--- src/rtl/swz_pkg.sv ---
package swz_pkg;

  typedef enum logic [1:0] {
    TILE_LIN = 2'd0,
    TILE_X   = 2'd1,
    TILE_Y   = 2'd2,
    TILE_RSV = 2'd3
  } tile_e;

  typedef enum logic [2:0] {
    SWZ_NONE     = 3'd0,
    SWZ_9        = 3'd1,
    SWZ_9_10     = 3'd2,
    SWZ_9_11     = 3'd3,
    SWZ_9_10_11  = 3'd4,
    SWZ_9_17     = 3'd5,
    SWZ_9_10_17  = 3'd6,
    SWZ_UNK      = 3'd7
  } swz_e;

  localparam int NTAP = 4;

  // tap enables, index 0..3 -> address bits 9, 10, 11, 17
  typedef logic [NTAP-1:0] tap_t;

endpackage

--- src/rtl/swz_cfg_reg.sv ---
module swz_cfg_reg
  import swz_pkg::*;
(
  input  logic clk,
  input  logic rst_n,
  input  logic we,
  input  swz_e x_mode_i,
  input  swz_e y_mode_i,
  output swz_e x_mode_o,
  output swz_e y_mode_o
);

  swz_e x_q, y_q, x_d, y_d;

  always_comb begin
    x_d = x_q;
    y_d = y_q;
    if (we) begin
      x_d = x_mode_i;
      y_d = y_mode_i;
    end
  end

  always_ff @(posedge clk or negedge rst_n) begin
    if (!rst_n) begin
      x_q <= SWZ_NONE;
      y_q <= SWZ_NONE;
    end else begin
      x_q <= x_d;
      y_q <= y_d;
    end
  end

  assign x_mode_o = x_q;
  assign y_mode_o = y_q;

endmodule

--- src/rtl/swz_tap_decode.sv ---
module swz_tap_decode
  import swz_pkg::*;
(
  input  tile_e tile_i,
  input  swz_e  x_mode_i,
  input  swz_e  y_mode_i,
  input  logic  interleaved_i,
  output tap_t  taps_o,
  output tile_e tile_o
);

  swz_e sel_mode;
  logic tiled;

  always_comb begin
    tiled    = 1'b1;
    sel_mode = SWZ_NONE;
    case (tile_i)
      TILE_X:  sel_mode = x_mode_i;
      TILE_Y:  sel_mode = y_mode_i;
      default: tiled = 1'b0;
    endcase
  end

  always_comb begin
    taps_o = '0;
    tile_o = tile_i;
    if (!tiled || sel_mode == SWZ_UNK) begin
      tile_o = TILE_LIN;
    end else if (interleaved_i) begin
      case (sel_mode)
        SWZ_9:       taps_o = 4'b0001;
        SWZ_9_10:    taps_o = 4'b0011;
        SWZ_9_11:    taps_o = 4'b0101;
        SWZ_9_10_11: taps_o = 4'b0111;
        SWZ_9_17:    taps_o = 4'b1001;
        SWZ_9_10_17: taps_o = 4'b1011;
        default:     taps_o = 4'b0000;
      endcase
    end
  end

endmodule

--- src/rtl/swz_xor_core.sv ---
module swz_xor_core
  import swz_pkg::*;
#(
  parameter int ADDR_W = 32
) (
  input  logic [ADDR_W-1:0] addr_i,
  input  tap_t              taps_i,
  output logic [ADDR_W-1:0] addr_o
);

  localparam int SWZ_BIT = 6;
  localparam int TAP_POS [NTAP] = '{9, 10, 11, 17};

  logic [NTAP-1:0] term;

  for (genvar i = 0; i < NTAP; i++) begin : g_tap
    if (TAP_POS[i] < ADDR_W) begin : g_live
      assign term[i] = taps_i[i] & addr_i[TAP_POS[i]];
    end else begin : g_dead
      assign term[i] = 1'b0;
    end
  end

  always_comb begin
    addr_o          = addr_i;
    addr_o[SWZ_BIT] = addr_i[SWZ_BIT] ^ (^term);
  end

endmodule

--- src/rtl/swz_out_stage.sv ---
module swz_out_stage
  import swz_pkg::*;
#(
  parameter int ADDR_W = 32
) (
  input  logic              clk,
  input  logic              rst_n,
  input  logic              in_valid,
  output logic              in_ready,
  input  logic [ADDR_W-1:0] addr_i,
  input  tile_e             tile_i,
  output logic              out_valid,
  input  logic              out_ready,
  output logic [ADDR_W-1:0] addr_o,
  output tile_e             tile_o
);

  logic              vld_q, vld_d, load;
  logic [ADDR_W-1:0] addr_q;
  tile_e             tile_q;

  assign in_ready = !vld_q || out_ready;
  assign load     = in_valid && in_ready;

  always_comb begin
    vld_d = vld_q;
    if (load)           vld_d = 1'b1;
    else if (out_ready) vld_d = 1'b0;
  end

  always_ff @(posedge clk or negedge rst_n) begin
    if (!rst_n) vld_q <= 1'b0;
    else        vld_q <= vld_d;
  end

  always_ff @(posedge clk) begin
    if (load) begin
      addr_q <= addr_i;
      tile_q <= tile_i;
    end
  end

  assign out_valid = vld_q;
  assign addr_o    = addr_q;
  assign tile_o    = tile_q;


  accept_lat_chk: assert property (@(posedge clk) disable iff (!rst_n)
    (in_valid && in_ready) |=> out_valid);


  stall_hold_chk: assert property (@(posedge clk) disable iff (!rst_n)
    (out_valid && !out_ready) |=> (out_valid && $stable(addr_o) && $stable(tile_o)));

endmodule

--- src/rtl/addr_swizzle_top.sv ---
module addr_swizzle_top
  import swz_pkg::*;
#(
  parameter int ADDR_W = 32
) (
  input  logic              clk,
  input  logic              rst_n,
  input  logic              cfg_we,
  input  logic [2:0]        cfg_x_mode,
  input  logic [2:0]        cfg_y_mode,
  input  logic              mem_interleaved,
  input  logic              in_valid,
  output logic              in_ready,
  input  logic [ADDR_W-1:0] in_addr,
  input  logic [1:0]        in_tile,
  output logic              out_valid,
  input  logic              out_ready,
  output logic [ADDR_W-1:0] out_addr,
  output logic [1:0]        out_tile
);

  localparam logic [ADDR_W-1:0] KEEP_MASK = ~(ADDR_W'(1) << 6);

  swz_e              x_mode, y_mode;
  tap_t              taps;
  tile_e             eff_tile, reg_tile;
  logic [ADDR_W-1:0] swz_addr;

  swz_cfg_reg u_cfg (
    .clk      (clk),
    .rst_n    (rst_n),
    .we       (cfg_we),
    .x_mode_i (swz_e'(cfg_x_mode)),
    .y_mode_i (swz_e'(cfg_y_mode)),
    .x_mode_o (x_mode),
    .y_mode_o (y_mode)
  );

  swz_tap_decode u_dec (
    .tile_i        (tile_e'(in_tile)),
    .x_mode_i      (x_mode),
    .y_mode_i      (y_mode),
    .interleaved_i (mem_interleaved),
    .taps_o        (taps),
    .tile_o        (eff_tile)
  );

  swz_xor_core #(.ADDR_W(ADDR_W)) u_xor (
    .addr_i (in_addr),
    .taps_i (taps),
    .addr_o (swz_addr)
  );

  swz_out_stage #(.ADDR_W(ADDR_W)) u_out (
    .clk       (clk),
    .rst_n     (rst_n),
    .in_valid  (in_valid),
    .in_ready  (in_ready),
    .addr_i    (swz_addr),
    .tile_i    (eff_tile),
    .out_valid (out_valid),
    .out_ready (out_ready),
    .addr_o    (out_addr),
    .tile_o    (reg_tile)
  );

  assign out_tile = reg_tile;


  upper_pass_chk: assert property (@(posedge clk) disable iff (!rst_n)
    (in_valid && in_ready) |=> ((out_addr & KEEP_MASK) == ($past(in_addr) & KEEP_MASK)));


  linear_pass_chk: assert property (@(posedge clk) disable iff (!rst_n)
    (in_valid && in_ready && (in_tile == 2'd0 || in_tile == 2'd3))
      |=> (out_addr == $past(in_addr) && out_tile == 2'd0));


  unknown_lin_chk: assert property (@(posedge clk) disable iff (!rst_n)
    (in_valid && in_ready && in_tile == 2'd1 && x_mode == SWZ_UNK)
      |=> (out_addr == $past(in_addr) && out_tile == 2'd0));

endmodule

--- config.mk ---
export PLATFORM = sky130hd
export DESIGN_NAME = addr_swizzle_top
export DESIGN_NICKNAME = d
export VERILOG_FILES = /design/src/rtl/swz_pkg.sv /design/src/rtl/swz_cfg_reg.sv /design/src/rtl/swz_tap_decode.sv /design/src/rtl/swz_xor_core.sv /design/src/rtl/swz_out_stage.sv /design/src/rtl/addr_swizzle_top.sv
export SDC_FILE = /design/constraint.sdc
export NUM_CORES = 1
export LEC_CHECK = 0
export BUFFER_PORTS_ARGS = -buffer_cell sky130_fd_sc_hd__buf_2
export CAP_MARGIN = 20
export CORE_UTILIZATION = 45
export DETAILED_ROUTE_END_ITERATION = 8
export PLACE_DENSITY = 0.8
export SLEW_MARGIN = 20
export SYNTH_ARGS = -nofsm -noshare
export SYNTH_HDL_FRONTEND = slang
export SYNTH_HIERARCHICAL = 1
export SYNTH_SLANG_ARGS = --single-unit
--- constraint.sdc ---
create_clock -name clk -period 3 [get_ports clk]
set_clock_uncertainty 0.05 [all_clocks]
set_input_delay 0.6 -clock clk [delete_from_list [all_inputs] [get_ports clk]]
set_output_delay 0.6 -clock clk [all_outputs]
set_load 0.05 [all_outputs]
==> metrics.cfg, run 1 <==
[logic_synthesis]
ys_seq_elements=41
syn-instance-count=108
synth_nets=156
ys_seq_area_frac=0.679
synth_area_um2=1760
ys.warnings.count=6
synth.distinct_cells=20
synth.avg_cell_area_um2=16.3

[sta]
maxSlewViolCount=0
fmax_ghz=0.427
finalSetupTns_ps=0
worst_pin_slew_ps=421
hold_violations=0
min_period_ps=2340
finalSetupViolCount=0
slew_headroom=0.719
rsz0062_at_grt=false
finalCritPeriodShare=0.781

[power]
ir_drop_uv=310
power_density_nw_per_um2=624
power.leakage_nw=0.920

[place]
portBuffers=81
place_congestion=0.664
placed_cell_area_um2=1980
placed_cells=205

[clock_tree]
cts_root_buffer=clkbuf_8
cts_inserted_buffers=5
h-tree-depth=2
holdBufCountCts=0
clkLatencyLatePin_ps=280
cts_resized=0
path_clk_slew_ps=70
postCtsSetupBuffers=0
cts_tree=done
clock_path_buffers=2
clock_sink_count=41

[routing]
vias_per_cell=4.63
detail-route-antenna-nets=0
first_pass_iters=4
vias=986
initialDrtViolationCount=66
wire_per_inst_um=13.1
drc=0
routed_wirelength_um=2800

[die]
core_um2=3720
dieArea_um2=4170
chipWidth_um=64.5
die_h_um=64.5
initial_utilization=0.474
fp-row-count=22
pin_count=82

[critical_path]
reg2reg_from=u_cfg/y_mode_o[1]$_DFFE_PN0P_
cp-start-kind=input port
critPathKind=input port to flop
setup.worst_path.end_class=flop
crit_arrival_ps=2330
reg2reg_slack_ps=950
reg2reg_depth=6
critical_path_required_ps=2990
path_max_fanout=6
crit_start=in_tile[0]
crit_end=u_out/addr_o[6]$_DFFE_PP_
rr_endpoint=u_out/addr_o[6]$_DFFE_PP_

[finish]
n_fill_cell=317
design_area_um2=2090
diodes=0
synthToLayoutAreaGrowth_pct=18.8
fin_nets=212
drive_above_1_share=0.600
fin_cells=213

[grt]
grt_util_all_layers=0.137
grt_start_max_net_pins=35
antenna_found_initial=0
grt_pass1_vias=937
grt_pass1_wl_um=4160
grt_overflow=0

[run_status]
status=finished clean

[worst_hold_path]
hp-class=input port to async pin

[flow_run]
timing.max_cap.violations=0

[metal layers]
layer	up-vias	wire (µm)	track usage	part of all wire
li1	464	-	-	-
met1	446	1080	0.149	0.39
met2	67	1360	0.241	0.49
met3	9	280	0.0387	0.10
met4	0	75	0.0750	0.027
met5	-	0	0	0
[flip-flops by register name, indices dropped and copies added, names as in the netlist]
| register | count |
|---|---|
| u_out/addr_o | 32 |
| u_cfg/x_mode_o | 3 |
| u_cfg/y_mode_o | 3 |
| u_out/tile_o | 2 |
| u_out/out_valid | 1 |
[report_power, final]
part	switching, mW	internal (mW)	total, mW	leakage (nW)
combinational	0.148	0.0677	0.216	0.462
sequential	0.0146	0.659	0.674	0.405
clock	0.171	0.245	0.416	0.0518
[logic make-up (layout without fill, tap and decap cells)]
kind of cell | after synthesis | in the layout | share of synthesized area
mux | 6 | 6 | 0.0512
xor+xnor | 4 | 4 | 0.0277
fa+ha+maj | 2 | 2 | 0.0142
simple gates | 15 | 15 | 0.0526
compound gates | 6 | 6 | 0.0320
flops | 41 | 41 | 0.679
buf+inv | 34 | 91 | 0.143
[per-stage QoR]
stage               worst slack, ps  hold slack, ps  total power [mW]  utilization
floorplan                       654             254             0.864            -
global placement                481             384             0.895        0.533
detailed placement              369             387             0.905        0.533
CTS                             671            79.9              1.32        0.563
global route                    566            81.2              1.36        0.563
finish                          657            85.0              1.31        0.563
[placed cells by master (no fill, tap or decap), types with 2 or more instances in the layout]
cell type,instances
dfrtp_1,7
nand2b_1,4
inv_1,2
xnor2_1,2
edfxtp_1,34
nand2_1,4
nor3_1,4
mux2_4,6
ha_1,2
a22oi_2,3
clkbuf_8,5
buf_2,81
[worst min-delay path by stage]
stage           from                       endpoint  slack, ps  depth (start not counted)
2_1_floorplan  rst_n  u_cfg/x_mode_o[0]$_DFFE_PN0P_        250                          0
3_3_place_gp   rst_n  u_cfg/x_mode_o[1]$_DFFE_PN0P_        380                          1
3_5_place_dp   rst_n  u_cfg/x_mode_o[2]$_DFFE_PN0P_        390                          1
4_1_cts        rst_n  u_cfg/y_mode_o[0]$_DFFE_PN0P_         80                          1
5_1_grt        rst_n  u_cfg/x_mode_o[2]$_DFFE_PN0P_         80                          1
6_report       rst_n  u_cfg/y_mode_o[2]$_DFFE_PN0P_         90                          1
[cell usage after synthesis, drive strengths merged]
library cell   n  area share
xnor2          2       0.010
xor2           1      0.0050
buf           32        0.14
a311oi         1      0.0050
and2           1      0.0050
dfrtp          7        0.10
o21ai          1      0.0028
xnor3          1       0.013
mux2           6       0.051
nor3           4       0.011
or4b           1      0.0057
inv            2      0.0043
a22oi          3       0.021
ha             2       0.014
nand2          4      0.0085
nand2b         5       0.022
edfxtp        34        0.58
a21oi          1      0.0028
[critical path, cell delays in order]
cell      delay (ps)
buf_2             90
inv_1             50
ha_1             250
a22oi_2          310
nor3_1           140
a311oi_1         280
nand2_1           80
xnor3_1          380
xnor2_1          140
[area by class of cell]
type                       count  area, µm²  area share
clock buffer                   5       68.8      0.0329
clock inverter                 3       41.3      0.0197
inverter                       2       7.51     0.00359
multi-input combinational     33        313       0.150
sequential                    41       1200       0.572
tap                           48       60.1      0.0287
timing repair buffer          81        405       0.194
No activity file was read; power rests on OpenSTA's default activity.
==> inputs of run 2 (changes only) <==
Clock period 3 ns to 2.4 ns, I/O delays scaled along.
==> run 2 against run 1 <==
  * Core utilization up 1.2 points
  * Clock power up 25%
  * Combinational power up 29%
  * Sequential power up 25%
  * Routed wire length down 0.14%
  * Critical endpoint unchanged
  * Largest power group unchanged
==> metrics.cfg, run 2 (same netlist as run 1, synthesis figures left out) <==
[run_status]
status=finished clean

[routing]
initialDrtViolationCount=32  ; -52%
wire_per_inst_um=12.8  ; -2.9%
routed_wirelength_um=2790  ; -0.14%
vias_per_cell=4.61  ; -0.37%
first_pass_iters=4  ; unchanged
drc=0  ; unchanged
detail-route-antenna-nets=0  ; unchanged
vias=1010  ; +2.4%

[grt]
grt_pass1_wl_um=4400  ; +5.8%
grt_start_max_net_pins=35  ; unchanged
grt_pass1_vias=952  ; +1.6%
grt_overflow=0  ; unchanged
antenna_found_initial=0  ; unchanged
grt_util_all_layers=0.148  ; +0.0108

[die]
fp-row-count=22  ; unchanged
die_h_um=64.5  ; unchanged
core_um2=3720  ; unchanged
chipWidth_um=64.5  ; unchanged
dieArea_um2=4170  ; unchanged
pin_count=82  ; unchanged
initial_utilization=0.474  ; unchanged

[sta]
fmax_ghz=0.473
holdWs_ps=318  ; +233 ps
finalSetupViolCount=0  ; unchanged
hold_violations=0  ; unchanged
rsz0062_at_grt=false
worst_pin_slew_ps=436  ; +14.5 ps
slew_headroom=0.710  ; -0.00969
min_period_ps=2110
maxSlewViolCount=0  ; unchanged
finalSetupTns_ps=0  ; unchanged
finalCritPeriodShare=0.881

[finish]
diodes=0  ; unchanged
final_cell_mix=81 x buf_2, 34 x edfxtp_1, 7 x dfrtp_1
drive_above_1_share=0.602  ; +0.00234
fin_nets=218  ; +2.8%
fin_cells=219  ; +2.8%
largest_register_ffs=32  ; unchanged
layout_commonest_cell=buf_2
synthToLayoutAreaGrowth_pct=21.3
design_area_um2=2140  ; +2.1%

[clock_tree]
clkLatencyLatePin_ps=280  ; about the same
path_clk_slew_ps=70  ; about the same
cts_inserted_buffers=5  ; unchanged
postCtsSetupBuffers=0  ; unchanged
cts_tree=done
clock_sink_count=41  ; unchanged
cts_root_buffer=clkbuf_8
h-tree-depth=2  ; unchanged
clock_path_buffers=2  ; unchanged

[critical_path]
setup.worst_path.end_class=flop
critPathKind=input port to flop
cp-start-kind=input port
critical_path_required_ps=2390  ; -600 ps
path_max_fanout=5  ; -1
crit_arrival_ps=2100  ; -230 ps

[power]
power_density_nw_per_um2=768  ; +23%
power.leakage_nw=0.948  ; +3.1%
ir_drop_uv=290  ; -6.6%

[place]
placed_cells=210  ; +2.4%
portBuffers=81  ; unchanged
placed_cell_area_um2=2020  ; +1.9%
place_congestion=0.681  ; +2.5%

[worst_hold_path]
hp-class=input port to flop

[flow_run]
timing.max_cap.violations=0  ; unchanged

==> run 2: changes by cell type in the layout (fill, tap and decap cells not counted) <==
| cell | previous run | this run |
|---|---|---|
| buf_4 | 0 | 5 |
| clkbuf_1 | 0 | 1 |
| clkinvlp_4 | 1 | 0 |
| dlygate4sd3_1 | 0 | 1 |
==> run 2: where the power goes <==
part / switching (mW) / internal [mW] / total (mW)
logic: 0.186 / 0.0930 / 0.279
registers: 0.0190 / 0.824 / 0.843
clock network: 0.212 / 0.307 / 0.519
==> run 2: layout make-up <==
class                   instances  area [µm²]
flip-flops and latches         41        1200
inverters                       2        7.51
repair buffers                 87         453
well taps                      48        60.1
fillers                       306        1580
multi-input cells              33         313
clock buffers                   6        72.6
clock inverters                 2        33.8
==> run 2: routing by layer <==
metal  up-vias  track usage  routed length, µm
met5         -            0                  0
met4         0       0.0972                140
met3        14       0.0669                305
met2        72        0.224               1230
met1       448        0.169               1120
li1        476            -                  -
==> run 2: timing repair <==
action / CTS / global route
hold endpoints to repair: 7 / 0
gates resized for setup: 0 / 0
hold buffers: 1 / 0
==> run 2: critical path, stage by stage <==
cell	delay (ps)
buf_2	110
inv_1	70
ha_1	240
a22oi_2	110
buf_4	160
or4b_1	500
o21ai_1	90
nand2_1	70
xor2_1	150
xnor2_1	120
==> run 2: metrics by stage <==
step / util / power [mW] / setup WS, ps
detailed placement: 0.543 / 1.14 / -26.4
floorplan: - / 1.08 / 174
CTS: 0.575 / 1.66 / 280
finish: 0.575 / 1.64 / 286
global placement: 0.543 / 1.13 / 71.0
global route: 0.575 / 1.71 / 198
==> run 2: worst paths after layout <==
kind | start | end | slack, ps | cells after the start
min reg2reg | u_cfg/y_mode_o[0]$_DFFE_PN0P_ | u_cfg/y_mode_o[0]$_DFFE_PN0P_ | 490 | 1
max in group asynchronous | rst_n | u_out/out_valid$_DFFE_PN0P_ | 1650 | 2
max | in_tile[0] | u_out/addr_o[6]$_DFFE_PP_ | 290 | 10
max reg2reg | u_cfg/y_mode_o[2]$_DFFE_PN0P_ | u_out/addr_o[6]$_DFFE_PP_ | 440 | 7
min | in_addr[0] | u_out/addr_o[0]$_DFFE_PP_ | 320 | 1
min in group asynchronous | rst_n | u_cfg/x_mode_o[1]$_DFFE_PN0P_ | 500 | 2
==> inputs of run 3 (changes only) <==
Settings changed: ABC_AREA from default to 1, PLACE_DENSITY 0.8 to 0.79.
==> run 3 against run 2 <==
  * Clock power is 1% lower
  * Total power down 1.9%
  * Register-to-register slack improved by 330 ps
  * Setup slack gained 330 ps
  * Cell count is 17% higher
  * Via count is 12% higher
  * First-iteration DRC count rose to 2.7 times the previous value
  * Largest power group unchanged
  * Highest routed layer unchanged
==> metrics.cfg, run 3 <==
[run_status]
status=finished clean

[grt]
grt_pass1_vias=1071  ; +13%
grt_start_max_net_pins=35  ; unchanged
grt_overflow=0  ; unchanged
grt_util_all_layers=0.144  ; -0.00438
antenna_found_initial=0  ; unchanged
grt_pass1_wl_um=4440  ; +0.77%

[sta]
maxSlewViolCount=0  ; unchanged
worst_pin_slew_ps=407  ; -28.2 ps
finalSetupTns_ps=0  ; unchanged
worst_slack_ps=616  ; +331 ps
rsz0062_at_grt=false
min_period_ps=1780  ; -331 ps
finalCritPeriodShare=0.743  ; -0.138
finalSetupViolCount=0  ; unchanged
slew_headroom=0.728  ; +0.0188
fmax_ghz=0.561  ; +19%
hold_violations=0  ; unchanged

[logic_synthesis]
ys.warnings.count=6  ; unchanged
synth_commonest_cells=42 x nand2_1, 34 x edfxtp_1, 31 x buf_4
synth_area_um2=1780  ; +1.0%
syn-instance-count=149  ; +38%
ys_seq_elements=41  ; unchanged
synth.distinct_cells=17  ; -15%
ys_seq_area_frac=0.673  ; -0.00669
yosysTopAreaCell=edfxtp_1
yosys.cell_count.top_type=nand2_1
synth-main-ff-cell=edfxtp_1
synth_edf_count=34  ; unchanged
async_flop_share=0.171  ; unchanged
synth.avg_cell_area_um2=11.9  ; -27%
synth_top_area_frac=0.574  ; -0.00571
synth_nets=197  ; +26%
synth_area_leaders=edfxtp_1 57%, buf_4 13%, dfrtp_1 9.9%

[routing]
initialDrtViolationCount=85  ; +170%
drc=0  ; unchanged
wire_per_inst_um=10.6  ; -17%
vias=1131  ; +12%
first_pass_iters=4  ; unchanged
routed_wirelength_um=2710  ; -3.1%
detail-route-antenna-nets=0  ; unchanged
vias_per_cell=4.42  ; -4.2%

[die]
die_h_um=64.9  ; +0.48%
fp-row-count=22  ; unchanged
core_um2=3720  ; unchanged
dieArea_um2=4210  ; +0.96%
pin_count=82  ; unchanged
chipWidth_um=64.9  ; +0.48%
initial_utilization=0.478  ; +0.00471

[finish]
seq_area_um2=1200  ; unchanged
synthToLayoutAreaGrowth_pct=20.5
fin_util=0.577  ; +0.00202
drive_above_1_share=0.481  ; -0.122
layout_commonest_cell=buf_2
diodes=0  ; unchanged
n_fill_cell=311  ; +1.6%
fin_nets=256  ; +17%
multiInputGateArea_um2=319  ; +2.0%
largest_register_ffs=32  ; unchanged
final_cell_mix=81 x buf_2, 42 x nand2_1, 34 x edfxtp_1

[critical_path]
cp-start-kind=input port
path_max_fanout=8  ; +3
critical_path_required_ps=2400  ; about the same
setup.worst_path.end_class=flop
crit_arrival_ps=1780  ; -320 ps
critPathKind=input port to flop

[clock_tree]
cts_resized=0  ; unchanged
cts_tree=done
holdBufCountCts=1  ; unchanged
clock_path_buffers=2  ; unchanged
clkLatencyLatePin_ps=280  ; about the same
path_clk_slew_ps=70  ; about the same
clock_sink_count=41  ; unchanged
cts_inserted_buffers=5  ; unchanged
postCtsSetupBuffers=0  ; unchanged
h-tree-depth=2  ; unchanged
cts_root_buffer=clkbuf_8

[place]
dp_hpwl_um=2180
pre_cts_ws_ps=315  ; +341 ps
portBuffers=81  ; unchanged
place_congestion=0.736  ; +8.2%

[power]
power.leakage_nw=1.02  ; +7.8%
ir_drop_uv=427  ; +47%
power_density_nw_per_um2=751  ; -2.2%

[worst_hold_path]
hp-class=input port to flop

[flow_run]
timing.max_cap.violations=0  ; unchanged

-- run 3: cell count changes after synthesis, sizes merged, moves of 5 or more --
cell	delta
nand2b	-5
nand3	+5
inv	+9
mux2	-6
nor2	+6
nand2	+43
-- run 3: final timing paths --
check                                              startpoint                             to  slack (ps)  depth (start not counted)
worst min register to register  u_cfg/x_mode_o[2]$_DFFE_PN0P_  u_cfg/x_mode_o[2]$_DFFE_PN0P_         420                          2
worst max register to register  u_cfg/x_mode_o[1]$_DFFE_PN0P_      u_out/addr_o[6]$_DFFE_PP_         770                         12
min in group asynchronous                               rst_n  u_cfg/x_mode_o[2]$_DFFE_PN0P_         500                          2
worst min-delay path                              in_addr[14]     u_out/addr_o[14]$_DFFE_PP_         320                          1
worst max-delay path                               in_tile[0]      u_out/addr_o[6]$_DFFE_PP_         620                         15
max in group asynchronous                               rst_n  u_cfg/x_mode_o[1]$_DFFE_PN0P_        1660                          2
-- run 3: cell families after synthesis --
logic type | Yosys count | synth area share
AOI/OAI and AO/OA | 2 | 0.00562
xor gates and xnor gates | 2 | 0.00985
adders and majority gates | 2 | 0.0141
buffers and inverters | 42 | 0.154
DFF | 41 | 0.673
and+or+nand+nor | 60 | 0.144
-- run 3: where the power goes --
group / switching [mW] / internal, mW
Combinational: 0.193 / 0.0699
Clock: 0.211 / 0.302
Sequential: 0.0126 / 0.822
Total: 0.416 / 1.19
-- run 3: stage by stage --
stage	instance area (µm²)	cells	hold WS (ps)	total power [mW]
detailed placement	2030	248	268	1.11
global route	2140	256	301	1.69
finish	2140	256	318	1.61
floorplan	1780	149	134	1.06
CTS	2140	256	306	1.63
global placement	2030	248	265	1.11
-- run 3: layout make-up --
cell class,instances,area share
Clock buffer,5,0.0321
Clock inverter,2,0.0163
Inverter,11,0.0193
Multi-Input combinational cell,66,0.149
Sequential cell,41,0.558
Tap cell,48,0.0280
Timing Repair Buffer,83,0.197
-- run 3: worst max-delay path: stages --
cell,delay (ps)
buf_2,90
inv_1,50
ha_1,290
inv_2,110
nand2_1,80
inv_1,70
nand2_2,60
nor2_2,120
nand3_1,100
nand2_1,70
nand2_1,60
nand2_1,60
nand2_1,50
nand2_1,60
inv_1,40
-- run 3: layer usage --
metal / GRT usage / vias up / part of all wire
li1: - / 569 / -
met2: 0.242 / 61 / 0.47
met5: 0 / - / 0
met3: 0.0546 / 5 / 0.11
met1: 0.163 / 496 / 0.40
met4: 0.0583 / 0 / 0.016
